`src/rtl/uart_xcvr_pkg.sv`:
```
package uart_xcvr_pkg;

  typedef enum logic [2:0] {
    PAR_NONE  = 3'd0,
    PAR_ODD   = 3'd1,
    PAR_EVEN  = 3'd2,
    PAR_MARK  = 3'd3,
    PAR_SPACE = 3'd4
  } par_mode_e;

  typedef struct packed {
    logic       len8;
    logic       stop2;
    logic [2:0] par;
  } fmt_t;

  function automatic logic par_on(logic [2:0] mode);
    return (mode >= 3'd1) && (mode <= 3'd4);
  endfunction

  // data must already be masked to the active length
  function automatic logic par_bit(logic [7:0] d, logic [2:0] mode);
    unique case (mode)
      PAR_ODD:  return ~^d;
      PAR_EVEN: return ^d;
      PAR_MARK: return 1'b1;
      default:  return 1'b0;
    endcase
  endfunction

endpackage

```
`src/rtl/uart_baud.sv`:
```
module uart_baud #(
  parameter int DIV_W = 16
) (
  input  logic             clk_i,
  input  logic             rst_ni,
  input  logic [DIV_W-1:0] div_i,
  output logic             tick_o
);
  logic [DIV_W-1:0] cnt_q;

  always_ff @(posedge clk_i or negedge rst_ni) begin
    if (!rst_ni) begin
      cnt_q  <= '0;
      tick_o <= 1'b0;
    end else if (cnt_q >= div_i) begin
      cnt_q  <= '0;
      tick_o <= 1'b1;
    end else begin
      cnt_q  <= cnt_q + 1'b1;
      tick_o <= 1'b0;
    end
  end

  AST_TICK_GAP: assert property (@(posedge clk_i) disable iff (!rst_ni)
    (tick_o && div_i != '0) |=> !tick_o);

endmodule

```
`src/rtl/uart_tx.sv`:
```
module uart_tx
  import uart_xcvr_pkg::*;
#(
  parameter int OSR = 16
) (
  input  logic       clk_i,
  input  logic       rst_ni,
  input  logic       tick_i,
  input  fmt_t       fmt_i,
  input  logic [7:0] data_i,
  input  logic       valid_i,
  output logic       ready_o,
  output logic       busy_o,
  output logic       txd_o
);
  localparam int CNT_W = $clog2(OSR);
  localparam logic [CNT_W-1:0] CNT_LAST = CNT_W'(OSR - 1);

  typedef enum logic [2:0] {TX_IDLE, TX_START, TX_DATA, TX_PAR, TX_STOP} tx_st_e;

  tx_st_e           st_q;
  logic [CNT_W-1:0] cnt_q;
  logic [2:0]       idx_q;
  logic [7:0]       sh_q;
  logic             par_q;
  logic             stop_q;
  logic [7:0]       d_msk;
  logic [2:0]       idx_last;

  assign d_msk    = fmt_i.len8 ? data_i : {1'b0, data_i[6:0]};
  assign idx_last = fmt_i.len8 ? 3'd7 : 3'd6;
  assign ready_o  = (st_q == TX_IDLE);
  assign busy_o   = (st_q != TX_IDLE);

  always_ff @(posedge clk_i or negedge rst_ni) begin
    if (!rst_ni) begin
      st_q   <= TX_IDLE;
      cnt_q  <= '0;
      idx_q  <= '0;
      sh_q   <= '0;
      par_q  <= 1'b0;
      stop_q <= 1'b0;
    end else if (st_q == TX_IDLE) begin
      if (valid_i) begin
        sh_q   <= d_msk;
        par_q  <= par_bit(d_msk, fmt_i.par);
        st_q   <= TX_START;
        cnt_q  <= '0;
        idx_q  <= '0;
        stop_q <= 1'b0;
      end
    end else if (tick_i) begin
      if (cnt_q != CNT_LAST) begin
        cnt_q <= cnt_q + 1'b1;
      end else begin
        cnt_q <= '0;
        unique case (st_q)
          TX_START: st_q <= TX_DATA;
          TX_DATA: begin
            if (idx_q == idx_last) st_q <= par_on(fmt_i.par) ? TX_PAR : TX_STOP;
            else idx_q <= idx_q + 1'b1;
          end
          TX_PAR: st_q <= TX_STOP;
          TX_STOP: begin
            if (fmt_i.stop2 && !stop_q) stop_q <= 1'b1;
            else st_q <= TX_IDLE;
          end
          default: st_q <= TX_IDLE;
        endcase
      end
    end
  end

  always_comb begin
    unique case (st_q)
      TX_START: txd_o = 1'b0;
      TX_DATA:  txd_o = sh_q[idx_q];
      TX_PAR:   txd_o = par_q;
      default:  txd_o = 1'b1;
    endcase
  end

  AST_TX_ACCEPT: assert property (@(posedge clk_i) disable iff (!rst_ni)
    (valid_i && ready_o) |=> (!ready_o && !txd_o));
  AST_TX_END_HIGH: assert property (@(posedge clk_i) disable iff (!rst_ni)
    $rose(ready_o) |-> txd_o);

endmodule

```
`src/rtl/uart_rx.sv`:
```
module uart_rx
  import uart_xcvr_pkg::*;
#(
  parameter int OSR = 16
) (
  input  logic       clk_i,
  input  logic       rst_ni,
  input  logic       tick_i,
  input  fmt_t       fmt_i,
  input  logic       rxd_i,
  output logic [7:0] data_o,
  output logic       par_err_o,
  output logic       frm_err_o,
  output logic       valid_o,
  input  logic       ready_i,
  output logic       busy_o
);
  localparam int CNT_W = $clog2(OSR);
  localparam logic [CNT_W-1:0] CNT_LAST = CNT_W'(OSR - 1);
  localparam logic [CNT_W-1:0] CNT_MID  = CNT_W'(OSR / 2 - 1);

  typedef enum logic [2:0] {RX_IDLE, RX_START, RX_DATA, RX_PAR, RX_STOP} rx_st_e;

  rx_st_e           st_q;
  logic [CNT_W-1:0] cnt_q;
  logic [2:0]       idx_q;
  logic [7:0]       buf_q;
  logic             par_bad_q;
  logic             frm_bad_q;
  logic             stop_q;
  logic             s1_q, s2_q;
  logic [2:0]       idx_last;

  assign idx_last = fmt_i.len8 ? 3'd7 : 3'd6;
  assign busy_o   = (st_q != RX_IDLE);

  always_ff @(posedge clk_i or negedge rst_ni) begin
    if (!rst_ni) begin
      s1_q <= 1'b1;
      s2_q <= 1'b1;
    end else begin
      s1_q <= rxd_i;
      s2_q <= s1_q;
    end
  end

  always_ff @(posedge clk_i or negedge rst_ni) begin
    if (!rst_ni) begin
      st_q      <= RX_IDLE;
      cnt_q     <= '0;
      idx_q     <= '0;
      buf_q     <= '0;
      par_bad_q <= 1'b0;
      frm_bad_q <= 1'b0;
      stop_q    <= 1'b0;
      data_o    <= '0;
      par_err_o <= 1'b0;
      frm_err_o <= 1'b0;
      valid_o   <= 1'b0;
    end else begin
      if (valid_o && ready_i) valid_o <= 1'b0;
      if (tick_i) begin
        unique case (st_q)
          RX_IDLE: begin
            if (!s2_q) begin
              st_q      <= RX_START;
              cnt_q     <= '0;
              idx_q     <= '0;
              buf_q     <= '0;
              par_bad_q <= 1'b0;
              frm_bad_q <= 1'b0;
              stop_q    <= 1'b0;
            end
          end
          RX_START: begin
            // confirm start at mid-bit, else treat as glitch
            if (cnt_q == CNT_MID) begin
              cnt_q <= '0;
              st_q  <= s2_q ? RX_IDLE : RX_DATA;
            end else cnt_q <= cnt_q + 1'b1;
          end
          RX_DATA: begin
            if (cnt_q == CNT_LAST) begin
              cnt_q        <= '0;
              buf_q[idx_q] <= s2_q;
              if (idx_q == idx_last) st_q <= par_on(fmt_i.par) ? RX_PAR : RX_STOP;
              else idx_q <= idx_q + 1'b1;
            end else cnt_q <= cnt_q + 1'b1;
          end
          RX_PAR: begin
            if (cnt_q == CNT_LAST) begin
              cnt_q     <= '0;
              par_bad_q <= (s2_q != par_bit(buf_q, fmt_i.par));
              st_q      <= RX_STOP;
            end else cnt_q <= cnt_q + 1'b1;
          end
          RX_STOP: begin
            if (cnt_q == CNT_LAST) begin
              cnt_q <= '0;
              if (fmt_i.stop2 && !stop_q) begin
                stop_q    <= 1'b1;
                frm_bad_q <= frm_bad_q | !s2_q;
              end else begin
                data_o    <= buf_q;
                par_err_o <= par_bad_q;
                frm_err_o <= frm_bad_q | !s2_q;
                valid_o   <= 1'b1;
                st_q      <= RX_IDLE;
              end
            end else cnt_q <= cnt_q + 1'b1;
          end
          default: st_q <= RX_IDLE;
        endcase
      end
    end
  end

  AST_RX_HOLD: assert property (@(posedge clk_i) disable iff (!rst_ni)
    (valid_o && !ready_i) |=> valid_o);
  AST_RX_NOPAR: assert property (@(posedge clk_i) disable iff (!rst_ni)
    ($rose(valid_o) && !par_on(fmt_i.par)) |-> !par_err_o);
  AST_RX_MSB7: assert property (@(posedge clk_i) disable iff (!rst_ni)
    ($rose(valid_o) && !fmt_i.len8) |-> !data_o[7]);

endmodule

```
`src/rtl/uart_xcvr.sv`:
```
module uart_xcvr
  import uart_xcvr_pkg::*;
#(
  parameter int DIV_W = 16,
  parameter int OSR   = 16
) (
  input  logic             clk_i,
  input  logic             rst_ni,
  input  logic             cfg_len8_i,
  input  logic             cfg_stop2_i,
  input  logic [2:0]       cfg_parity_i,
  input  logic [DIV_W-1:0] cfg_div_i,
  input  logic [7:0]       tx_data_i,
  input  logic             tx_valid_i,
  output logic             tx_ready_o,
  output logic             txd_o,
  input  logic             rxd_i,
  output logic [7:0]       rx_data_o,
  output logic             rx_valid_o,
  input  logic             rx_ready_i,
  output logic             rx_par_err_o,
  output logic             rx_frm_err_o
);
  fmt_t             fmt_q;
  logic [DIV_W-1:0] div_q;
  logic             tick;
  logic             tx_busy, rx_busy;
  logic             cfg_upd;

  // capture only with both sides idle and no byte being offered
  assign cfg_upd = !tx_busy && !rx_busy && !tx_valid_i;

  always_ff @(posedge clk_i or negedge rst_ni) begin
    if (!rst_ni) begin
      fmt_q <= '{len8: 1'b1, stop2: 1'b0, par: PAR_NONE};
      div_q <= '0;
    end else if (cfg_upd) begin
      fmt_q <= '{len8: cfg_len8_i, stop2: cfg_stop2_i, par: cfg_parity_i};
      div_q <= cfg_div_i;
    end
  end

  uart_baud #(.DIV_W(DIV_W)) u_baud (
    .clk_i  (clk_i),
    .rst_ni (rst_ni),
    .div_i  (div_q),
    .tick_o (tick)
  );

  uart_tx #(.OSR(OSR)) u_tx (
    .clk_i   (clk_i),
    .rst_ni  (rst_ni),
    .tick_i  (tick),
    .fmt_i   (fmt_q),
    .data_i  (tx_data_i),
    .valid_i (tx_valid_i),
    .ready_o (tx_ready_o),
    .busy_o  (tx_busy),
    .txd_o   (txd_o)
  );

  uart_rx #(.OSR(OSR)) u_rx (
    .clk_i     (clk_i),
    .rst_ni    (rst_ni),
    .tick_i    (tick),
    .fmt_i     (fmt_q),
    .rxd_i     (rxd_i),
    .data_o    (rx_data_o),
    .par_err_o (rx_par_err_o),
    .frm_err_o (rx_frm_err_o),
    .valid_o   (rx_valid_o),
    .ready_i   (rx_ready_i),
    .busy_o    (rx_busy)
  );

  AST_CFG_HOLD: assert property (@(posedge clk_i) disable iff (!rst_ni)
    (tx_busy || rx_busy) |=> ($stable(fmt_q) && $stable(div_q)));

endmodule

```
`config.mk`:
```
export PLATFORM = sky130hd
export DESIGN_NAME = uart_xcvr
export DESIGN_NICKNAME = d
export VERILOG_FILES = /design/src/rtl/uart_xcvr_pkg.sv /design/src/rtl/uart_baud.sv /design/src/rtl/uart_tx.sv /design/src/rtl/uart_rx.sv /design/src/rtl/uart_xcvr.sv
export SDC_FILE = /design/constraint.sdc
export NUM_CORES = 1
export LEC_CHECK = 0
export ABC_AREA = 1
export CORE_MARGIN = 3
export CORE_UTILIZATION = 50
export DETAILED_ROUTE_END_ITERATION = 7
export HOLD_SLACK_MARGIN = 0.12
export PLACE_DENSITY = 0.78
export SLEW_MARGIN = 15
export SYNTH_ARGS = -nofsm -noshare
export SYNTH_HDL_FRONTEND = slang
export SYNTH_SLANG_ARGS = --single-unit
```
`constraint.sdc`:
```
create_clock -name clk_i -period 2.85 [get_ports clk_i]
set_input_delay 0.285 -clock clk_i [delete_from_list [all_inputs] [get_ports clk_i]]
set_output_delay 0.285 -clock clk_i [all_outputs]
set_load 0.01 [all_outputs]
```
# Word-level counts from Yosys, hierarchy flattened
# Cells that the tools add are included.
# Widths: inputs -> output; s select.
op_classes:
  reduce_logical: 42
  n_bitwise: 2
  addsub: 5
  muxes: 73
  order_cmp: 6
  eq_ne: 31
ops:
  columns: ["cell", "count"]
  rows:
  - ["$mux 3", 23]
  - ["$mux 4", 7]
  - ["$reduce_and 5->1", 5]
  - ["$mux 1", 24]
  - ["$mux 8", 3]
  - ["$eq 3x2->1 const B", 6]
  - ["$add 16x1->16 const B", 1]
  - ["$ge 16x16->1", 1]
  - ["$mux 16", 1]
  - ["$pmux 8 s2", 1]
  - ["$reduce_xnor 8->1", 2]
  - ["$reduce_xor 8->1", 2]
  - ["$pmux 3 s5", 1]
  - ["$reduce_bool 2->1", 7]
  - ["$ne 2x1->1 const B", 6]
  - ["$ne 2x2->1 const B", 6]
  - ["$pmux 3 s4", 1]
  - ["$pmux 4 s3", 1]
  - ["$reduce_and 4->1", 3]
  - ["$eq 3x1->1 const B", 3]
  - ["$pmux 1 s3", 3]
  - ["$reduce_bool 3->1", 3]
  - ["$add 4x1->4 const B", 2]
  - ["$bwmux 8", 1]
  - ["other kinds (26)", 46]
totals:
  out_inout_bits: 13
  ff_bits: 92

# Depth between registers and ports, before layout
# Gate-level depths: netlist (run 1).
logic_depth:
  word_depth: 8
  ltp_mapped: 12
  ltp_nobuf: 12

# By module
# From an unflattened synthesis (run 1), not the netlist that was laid out.
unflattened:
  hier_cells: 702
  area_unflattened_um2: 5348.9
modules_own_cells:
  columns: ["mod", "area_each_um2", "seq_area_each_um2", "cells_per_inst", "instances"]
  rows:
  - ["uart_rx", 1911.8, 853.3, 255, 1]
  - ["uart_tx", 1300.0, 500.5, 186, 1]
  - ["uart_baud", 1278.7, 425.4, 168, 1]
  - ["uart_xcvr", 858.3, 526.8, 93, 1]

# Worst setup path before layout (run 1)
# No wires, ideal clock.
synth_path:
  kind: "reg2reg"
  from: "reg u_baud.cnt_q[15]"
  to: "reg u_baud.cnt_q[9]"
  arrival_ns: 1.540
  setup_ns: 0.120
  setup_slack_ns: 1.190
  required_time_ns: 2.730
  path_buffers: 1
  path_stages_with_launch: 10
  path_cell_list: "dfrtp_1 ha_1 nand2_1 inv_1 nand3_1 nor3_1 nand3_1 nand3_1 buf_2 nor2_1"
synth_between:
  elab_chain_len: 2
synth_lines:
  columns: ["element", "line", "rtl"]
  rows:
  - ["start, declared", "uart_baud.sv:9", "logic [DIV_W-1:0] cnt_q;"]
  - ["start signal, assigned", "uart_baud.sv:19", "cnt_q <= cnt_q + 1'b1;"]
  - ["$ge 16x16->1", "uart_baud.sv:15", "end else if (cnt_q >= div_i) begin"]
  - ["$mux 16", "uart_baud.sv:15", null]
# No other way between the ends.
# A chain may end at the register's enable or synchronous reset.

# Final worst setup path (run 1)
layout_path:
  from: "reg u_tx.idx_q[0]"
  to: "out txd_o"
layout_between:
  elab_chain_len: 3
layout_lines:
  columns: ["element", "line", "rtl"]
  rows:
  - ["start, declared", "uart_tx.sv:23", "logic [2:0] idx_q;"]
  - ["start signal, assigned", "uart_tx.sv:61", "else idx_q <= idx_q + 1'b1;"]
  - ["$bmux 1 s3", "uart_tx.sv:77", "TX_DATA: txd_o = sh_q[idx_q];"]
  - ["$mux 1 (not written as such)", "uart_tx.sv:77", null]
  - ["$pmux 1 s3", "uart_tx.sv:75", "unique case (st_q)"]
  - ["end, declared", "uart_xcvr.sv:16", "output logic txd_o,"]
# No other way between the ends. The select of a mux whose other input is x is not followed.

==> impl_results.md, run 1 <==
* Slowest stage delay, CP at approximately 0.54 ns
* Hold_buf cts at 1
* Commonest cells in the netlist: nand2_1 (132), dfrtp_1 (89), inv_1 (74), o21ai_0 (55), nor2_1 (50)
* Post-DR wirelength/cell at around 14 um
* Non-Filler Instances at between 700 and 800
* Die Area at around 11,000 um^2
* Setup-failing EPs final at 0
* Mapped Nets at roughly 640
* Peak VDD IR at around 370 uV
* Tightest Pin Transition at 0.642 ns
* Fraction of layout cells with a size suffix above 1 at under 10%
* Nets@finish at 693
* Global-route wire length before repair at between 15 and 20 mm
* Routed WL at around 11 mm
* Critical-path top delay cell: clkdlybuf4s50_1
* Sequential share of the synthesized area at ~48%
* Worst-skew pair later-pin latency at ~0.38 ns
* Postcts setup bufs at 0
* Sink Count at around 90
* Crit path cell chain: inv_1 -> o21ai_0 -> o221ai_1 -> o211ai_1 -> nand3_1 -> clkdlybuf4s50_1
* Vias per inst at 5.22
* Fin crit period at between 2 and 2.5 ns
* Design Area, Final at ~5600 um^2
* Distinct cells, synth at 31
* Post-Syn Area at around 4800 um^2
* GRT Overall Usage at 19.8%
* TritonCTS clock tree: done
* Top FF cell, synth: dfrtp_1
* Drt first pass iters at 4
* H-tree levels at 3
* DR vias at between 4,000 and 5,000
* Pwr Density at 733 nW/um^2
* Mapped Avg Cell Area at approximately 8.2 um^2
* Max cap viols at 0
* WP data required at 2.57 ns
* Period utilization at 83.3%
* Syn Inst Count at between 500 and 600
* Peak Freq at 421 MHz
* Top-area cell type share of the netlist area at between 40% and 50%
* Final ANT Viol Nets at 0
* Placed Cells at approximately 760
* Final hold vios at 0
* Initial core utilization at 51.9%
* Die width at around 100 um
* Dpl cell area at 5430 um^2
* Post-DP HPWL at between 7 and 8 mm
* Synth top area cells: dfrtp_1 (46%), nand2_1 (10%), inv_1 (5.8%)
* Clock skew at 0.0139 ns
* Outcome: finished clean
* Async S/R FF share, synth at 100%
* Diodes inserted at 0
* Area leader, netlist: dfrtp_1
* Setup Crit Path Kind: reg2out
* Vias in the first global route at ~3,900
* I/O Pins at 47
* Post_cts resized at 0
* Type of origin of the critical path: flop
* Row count at 35
* Initial antenna violation count at 0
* Slew margin rel. at between 50% and 60%
* DRC violations left at 0
* GP Congestion at between 0.9 and 1
* IO Port Bufs at between 40 and 50
* Unrepaired setup endpoints after global routing: false
* Core Area at about 9300 um^2
* Highest net fanout along the worst path at 7
* Hold/Removal Path Class: in2reg
* Arr. time, crit path at ~2.1 ns
* EDFF count, synth at 0
* Crit end category: output pin
* Total global routing overflow at 0
* Clock slew at reported path FFs at between 0.1 and 0.15 ns
* Area growth, synth to finish at 17.3%
* Die H at about 100 um
* Yosys warnings at 0
* TritonCTS buffer count at 9
* Leak pwr at about 2.7 nW
* #FFs+latches synth at ~90
* Most common cell in the netlist: nand2_1
* Pin count of the biggest net entering global routing at 47
* Setup tns final at 0 ns
* Drt initial violations at 226
* CTS Root Cell: clkbuf_8
* Longest Clk Path Bufs at 2
* Final Max Tran Viols at 0
-- worst paths after layout --
check | startpoint | cells after the start | to | slack [ns]
min in group asynchronous | rst_ni | 2 | u_tx.sh_q[6] | 0.44
max in group asynchronous | rst_ni | 3 | u_rx.s2_q | 1.60
hold reg to reg | u_rx.s1_q | 0 | u_rx.s2_q | 0.36
hold / removal | rxd_i | 1 | u_rx.s1_q | 0.32
setup / recovery | u_tx.idx_q[0] | 6 | txd_o | 0.48
setup reg to reg | u_baud.cnt_q[15] | 8 | u_baud.cnt_q[11] | 0.82
-- flip-flops by register name, summed over array words and instances, names as in the netlist --
name,cells
u_rx.s2_q,1
u_tx.sh_q,8
u_baud.tick_o,1
u_tx.st_q,3
u_rx.data_o,8
u_rx.buf_q,8
u_rx.idx_q,3
u_baud.cnt_q,16
u_rx.st_q,3
u_rx.frm_bad_q,1
u_tx.idx_q,3
u_rx.cnt_q,4
u_tx.par_q,1
u_rx.par_bad_q,1
u_rx.frm_err_o,1
div_q,16
fmt_q,5
u_tx.stop_q,1
u_rx.valid_o,1
u_rx.stop_q,1
u_rx.s1_q,1
u_rx.par_err_o,1
u_tx.cnt_q,4
-- metrics by stage --
step / utilization, % / power, mW / worst slack, ns / hold WS [ns]
finish: 60.8 / 4.14 / 0.476 / 0.320
global route: 60.8 / 4.46 / 0.311 / 0.326
CTS: 60.8 / 4.17 / 0.459 / 0.307
detailed placement: 58.5 / 3.23 / 0.875 / 0.319
global placement: 58.5 / 3.14 / 0.908 / 0.319
floorplan: - / 2.77 / 1.19 / -0.0106
-- where the power goes --
part / switching (mW) / internal [mW] / leakage, nW / total [mW]
clock network: 0.512 / 0.423 / 0.104 / 0.934
registers: 0.213 / 1.63 / 1.20 / 1.84
logic: 0.830 / 0.537 / 1.37 / 1.37
-- area by class of cell --
cell class,count,area [um^2]
Inverter,77,289
Tap cell,129,161
Clock inverter,7,82.6
Timing Repair Buffer,52,505
Multi-Input combinational cell,406,2180
Fill cell,856,3630
Sequential cell,92,2310
Clock buffer,9,124
-- worst max-delay path, delay by kind of cell (launching register included) --
| family | cells | cell delay, ns |
|---|---|---|
| DFF | 1 | 0.48 |
| buffers and inverters | 2 | 0.74 |
| AOI/OAI and AO/OA | 3 | 0.39 |
| and+or+nand+nor | 1 | 0.10 |
-- cells in the final DEF, fill, tap and decap left out, types with 3 or more instances in the layout --
| cell | count |
|---|---|
| dfrtp_1 | 89 |
| nand2_1 | 132 |
| clkbuf_8 | 9 |
| dfstp_2 | 3 |
| o22ai_1 | 11 |
| o21ai_1 | 3 |
| nor4_1 | 3 |
| xor2_1 | 16 |
| clkdlybuf4s50_1 | 45 |
| inv_2 | 3 |
| buf_4 | 6 |
| nor2_2 | 7 |
| o21ai_0 | 55 |
| a21oi_1 | 22 |
| nor2_1 | 50 |
| inv_1 | 74 |
| nor3_1 | 12 |
| ha_1 | 21 |
| xnor2_1 | 9 |
| nand3_1 | 36 |
| o31ai_1 | 3 |
| nand4_1 | 7 |
| mux2_2 | 8 |
-- cell families after synthesis --
| kind of cell | share of synthesized area (%) |
|---|---|
| simple gates | 21.5 |
| compound gates | 11.9 |
| flops | 47.9 |
| buf+inv | 6.83 |
| xor+xnor | 4.55 |
| fa+ha+maj | 5.46 |
| mux | 1.87 |
-- per-layer routing --
layer,track usage (%),wire [um],vias up
li1,-,-,2026
met1,25.4,4740,1874
met2,32.8,4930,109
met3,4.10,588,19
met4,7.98,248,0
met5,0,0,-
Note: power is estimated with default switching activity, not from simulation.
==> inputs of run 2 (changes only) <==
==> constraint.sdc (replaced) <==
create_clock -name clk_i -period 2.4 [get_ports clk_i]
set_input_delay 0.24 -clock clk_i [delete_from_list [all_inputs] [get_ports clk_i]]
set_output_delay 0.24 -clock clk_i [all_outputs]
set_load 0.01 [all_outputs]
==> impl_results.md, run 2 (same netlist as run 1, synthesis figures left out) <==
* Sink Count at 92
* CTS Root Cell: clkbuf_8
* Placed Cells at 757
* Tot Pwr at approximately 4.8 mW
* Fin crit period at 2.26 ns
* Clock skew at about 0.01 ns
* Post-DR wirelength/cell at between 10 and 15 um
* Die width at approximately 100 um
* Global-route wire length before repair at 17.3 mm
* Most common cell after layout, fill and taps aside: nand2_1
* Diodes inserted at 0
* Arr. time, crit path at 2.02 ns
* Worst-skew pair later-pin latency at between 0.3 and 0.4 ns
* Longest Clk Path Bufs at 2
* Place WS at around 0.42 ns
* Initial core utilization at between 50% and 60%
* TritonCTS buffer count at 9
* Vias in the first global route at between 3,000 and 4,000
* WP data required at approximately 2.2 ns
* Period utilization at between 90% and 100%
* Type of origin of the critical path: flop
* Crit end category: output pin
* Drt first pass iters at 5
* Drt initial violations at 229
* Commonest non-fill, non-tap cells in the layout: nand2_1 (132), dfrtp_1 (89), inv_1 (74)
* Leak pwr at between 2 and 3 nW
* IO Port Bufs at 46
* Setup Crit Path Kind: reg2out
* Critical-path top delay cell: clkdlybuf4s50_1
* Hold/Removal Path Class: in2reg
* GP Congestion at roughly 0.97
* Final hold vios at 0
* Unrepaired setup endpoints after global routing: false
* Max cap viols at 0
* I/O Pins at 47
* DR vias at 4,006
* DRC violations left at 0
* Pin count of the biggest net entering global routing at 51
* Pwr Density at 853 nW/um^2
* Total global routing overflow at 0
* H-tree levels at 3
* TritonCTS clock tree: done
* Core Area at around 9300 um^2
* Crit path cell chain: inv_1 -> nor2_1 -> o221ai_1 -> o211ai_1 -> nand3_1 -> clkdlybuf4s50_1
* Design Area, Final at roughly 5700 um^2
* GRT Overall Usage at 19.1%
* Clock slew at reported path FFs at roughly 0.09 ns
* Final Max Tran Viols at 0
* Non-Filler Instances at just under 800
* Outcome: finished clean
* Die H at 104 um
* Die Area at 10,800 um^2
* Setup tns final at 0 ns
* Peak Freq at approximately 440 MHz
* Routed WL at ~10 mm
* Slowest stage delay, CP at 0.55 ns
* Highest net fanout along the worst path at 7
* Largest registers: div_q (16), u_baud.cnt_q (16)
* Setup-failing EPs final at 0
* Dpl cell area at approximately 5500 um^2
* Nets@finish at a little under 700
* Area growth, synth to finish at 17.6%
* Tightest Pin Transition at around 0.64 ns
* Slew margin rel. at 57.1%
* Peak VDD IR at around 360 uV
* Initial antenna violation count at 0
* Vias per inst at 5.18
* Setup ws final at roughly 0.14 ns
* Post-DP HPWL at approximately 7.6 mm
* Row count at 35
* Fraction of layout cells with a size suffix above 1 at between 7 and 8%
* Final ANT Viol Nets at 0
run 2: path summary, 6_finish.rpt:
check,from,to,cells past startpoint,slack [ns]
worst max-delay path,u_tx.idx_q[0],txd_o,6,0.14
worst max register to register,u_baud.cnt_q[3],u_baud.cnt_q[14],8,0.43
worst min-delay path,rxd_i,u_rx.s1_q,1,0.28
max in group asynchronous,rst_ni,u_rx.s2_q,3,1.28
worst min register to register,u_rx.s1_q,u_rx.s2_q,0,0.37
min in group asynchronous,rst_ni,u_tx.sh_q[7],2,0.44
run 2: worst max-delay path, delay by kind of cell (launching register included):
| kind | cells | cell delay [ns] |
|---|---|---|
| buffers and inverters | 2 | 0.75 |
| flip-flops | 1 | 0.46 |
| AO/OA/AOI/OAI | 2 | 0.31 |
| AND/OR/NAND/NOR | 2 | 0.15 |
run 2: metrics by stage:
stage	utilization, %	hold slack, ns
floorplan	-	-0.0556
global placement	58.8	0.302
detailed placement	58.8	0.312
CTS	61.0	0.261
global route	61.0	0.276
finish	61.0	0.278
run 2: report_power, final:
part / total (mW) / switching (mW) / internal [mW] / leakage [nW]
combinational: 1.63 / 0.985 / 0.647 / 1.38
sequential: 2.19 / 0.254 / 1.93 / 1.20
clock: 1.01 / 0.584 / 0.427 / 0.0962
run 2: final cells by class:
| type | count | area, um^2 |
|---|---|---|
| clock inverters | 6 | 53.8 |
| multi-input cells | 406 | 2180 |
| well taps | 129 | 161 |
| clock buffers | 10 | 138 |
| flip-flops and latches | 92 | 2310 |
| inverters | 77 | 289 |
| fillers | 820 | 3620 |
| repair buffers | 54 | 533 |
run 2: metal layers:
layer / up-vias / track usage (%) / part of all wire, %
met5: - / 0 / 0
met4: 0 / 8.45 / 1.9
met3: 11 / 2.67 / 3.6
met2: 88 / 31.5 / 48
met1: 1882 / 25.2 / 47
li1: 2025 / - / -
run 2: timing repair:
| item | 4_1_cts | 5_1_grt |
|---|---|---|
| gates resized for setup | 0 | 0 |
| buffers inserted | 0 | 0 |
| endpoints found under the hold margin | 48 | 0 |
| hold buffers | 1 | 0 |
==> inputs of run 3 (changes only) <==
--- a/config.mk
+++ b/config.mk
@@ -6,11 +6,12 @@
 export NUM_CORES = 1
 export LEC_CHECK = 0
 export ABC_AREA = 1
+export CELL_PAD_IN_SITES_DETAIL_PLACEMENT = 1
+export CELL_PAD_IN_SITES_GLOBAL_PLACEMENT = 2
 export CORE_MARGIN = 3
-export CORE_UTILIZATION = 50
+export CORE_UTILIZATION = 34
 export DETAILED_ROUTE_END_ITERATION = 7
-export HOLD_SLACK_MARGIN = 0.12
-export PLACE_DENSITY = 0.78
+export PLACE_DENSITY = 0.86
 export SLEW_MARGIN = 15
 export SYNTH_ARGS = -nofsm -noshare
 export SYNTH_HDL_FRONTEND = slang
==> impl_results.md, run 3 (same netlist as run 1, synthesis figures left out) <==
* TritonCTS buffer count at 9
* Longest Clk Path Bufs at 2
* Highest net fanout along the worst path at 7
* Nets@finish at ~700
* Dpl cell area at between 5000 and 6000 um^2
* Diodes inserted at 0
* Sw Share at 35.0%
* Post-DR wirelength/cell at between 10 and 15 um
* TritonCTS clock tree: done
* Die H at 125 um
* Fin crit period at ~2.2 ns
* CTS Root Cell: clkbuf_16
* GRT Overall Usage at between 15 and 20%
* Design Area, Final at approximately 6000 um^2
* Critical path's top delay family: buffers and inverters
* Commonest non-fill, non-tap cells in the layout: nand2_1 (132), dfrtp_1 (89), inv_1 (74)
* Initial antenna violation count at 0
* Clock skew at ~0.0058 ns
* Die Area at about 16,000 um^2
* Setup Crit Path Kind: reg2out
* Sink Count at approximately 90
* Hold WS at approximately 0.3 ns
* Peak Freq at ~450 MHz
* Global-route wire length before repair at ~21 mm
* Switching pwr at ~1.9 mW
* Peak VDD IR at ~340 uV
* Initial core utilization at 35.5%
* Drt first pass iters at 4
* Most common cell after layout, fill and taps aside: nand2_1
* Setup tns final at 0 ns
* Int Pwr at roughly 3.5 mW
* Arr. time, crit path at roughly 2.0 ns
* WP data required at about 2.2 ns
* Type of origin of the critical path: flop
* Vias in the first global route at 4,355
* Core Area at approximately 14,000 um^2
* Post-DP HPWL at roughly 9.3 mm
* Final Max Tran Viols at 0
* Crit path cell chain: inv_1 -> o21ai_0 -> o221ai_1 -> o211ai_1 -> nand3_1 -> clkdlybuf4s50_1
* Tot Pwr at roughly 5.4 mW
* Clock slew at reported path FFs at about 0.060 ns
* Sequential group share of total power at a little over 40%
* Routed WL at 12.0 mm
* IO Port Bufs at 46
* Worst-skew pair later-pin latency at ~0.35 ns
* Fraction of layout cells with a size suffix above 1 at approximately 7.4%
* Vias per inst at 4.95
* Clock share of power at 28.4%
* Row count at 42
* Postcts setup bufs at 0
* Die width at roughly 130 um
* I/O Pins at 47
* Worst Path Buf+Inv at 2
* H-tree levels at 3
* Leak pwr at 2.74 nW
* Largest registers: div_q (16), u_baud.cnt_q (16)
* Area growth, synth to finish at 21.7%
* DRC violations left at 0
* Outcome: finished clean
* Hold/Removal Path Class: in2reg
* Setup-failing EPs final at 0
* Max cap viols at 0
* Critical-path top delay cell: clkdlybuf4s50_1
* Final ANT Viol Nets at 0
* Period utilization at 92.3%
* Drt initial violations at roughly 140
* Slew margin rel. at 53.9%
* GP Congestion at ~0.75
* Final hold vios at 0
* Tightest Pin Transition at 0.690 ns
* Slowest stage delay, CP at about 0.53 ns
* Pwr Density at between 900 and 1000 nW/um^2
* Pin count of the biggest net entering global routing at 37
* Total global routing overflow at 0
* DR vias at roughly 4,100
* Unrepaired setup endpoints after global routing: false
* Comb pwr share at 30.8%
* Crit end category: output pin
## run 3: path summary, 6_finish.rpt
| path | start | to | slack (ns) | cells after the start |
|---|---|---|---|---|
| setup / recovery | u_tx.idx_q[0] | txd_o | 0.18 | 6 |
| hold / removal | rxd_i | u_rx.s1_q | 0.30 | 1 |
| setup reg to reg | u_tx.st_q[1] | div_q[4] | 0.36 | 7 |
| hold reg to reg | u_rx.s1_q | u_rx.s2_q | 0.36 | 0 |
| max in group asynchronous | rst_ni | u_rx.s1_q | 1.32 | 3 |
| min in group asynchronous | rst_ni | u_tx.sh_q[5] | 0.39 | 2 |
## run 3: per-layer routing
| layer | up-vias | part of all wire [%] | track usage (%) | routed length (um) |
|---|---|---|---|---|
| met2 | 58 | 49 | 27.5 | 5850 |
| met4 | 0 | 2.0 | 6.31 | 243 |
| met5 | - | 0 | 0 | 0 |
| met3 | 15 | 3.3 | 2.64 | 394 |
| li1 | 2026 | - | - | - |
| met1 | 1973 | 46 | 20.6 | 5530 |
## run 3: cell type report
cell class / instances / area, um^2
Fill cell: 1622 / 7700
Sequential cell: 92 / 2310
Multi-Input combinational cell: 406 / 2180
Timing Repair Buffer: 55 / 541
Inverter: 77 / 289
Clock buffer: 14 / 284
Tap cell: 176 / 220
Clock inverter: 2 / 38.8
## run 3: through the flow
step,worst slack (ns),cells,utilization (%)
2_1_floorplan,0.740,584,-
3_3_place_gp,0.493,805,40.8
3_5_place_dp,0.359,805,40.8
4_1_cts,0.150,822,43.2
5_1_grt,0.0196,822,43.2
6_report,0.184,822,43.2
## run 3: timing repair
action,4_1_cts,5_1_grt
hold buffers,1,0
hold endpoints to repair,32,0
gates resized for setup,0,1
setup endpoints to repair,0,1
## run 3: worst register-to-register path, cell delays in order, from the launching register on
cell	delay (ns)
dfrtp_1	0.45
nor2_2	0.25
nand2_2	0.16
nor2_1	0.12
inv_1	0.10
nor2_2	0.30
buf_4	0.36
o21ai_0	0.16
## run 3: power by group through the flow
stage | registers [mW] | clock network (mW) | logic (mW)
floorplan | 2.14 | 0 | 1.16
global placement | 2.21 | 0 | 1.59
detailed placement | 2.23 | 0 | 1.67
CTS | 2.20 | 1.58 | 1.68
global route | 2.25 | 1.65 | 1.91
finish | 2.20 | 1.53 | 1.66
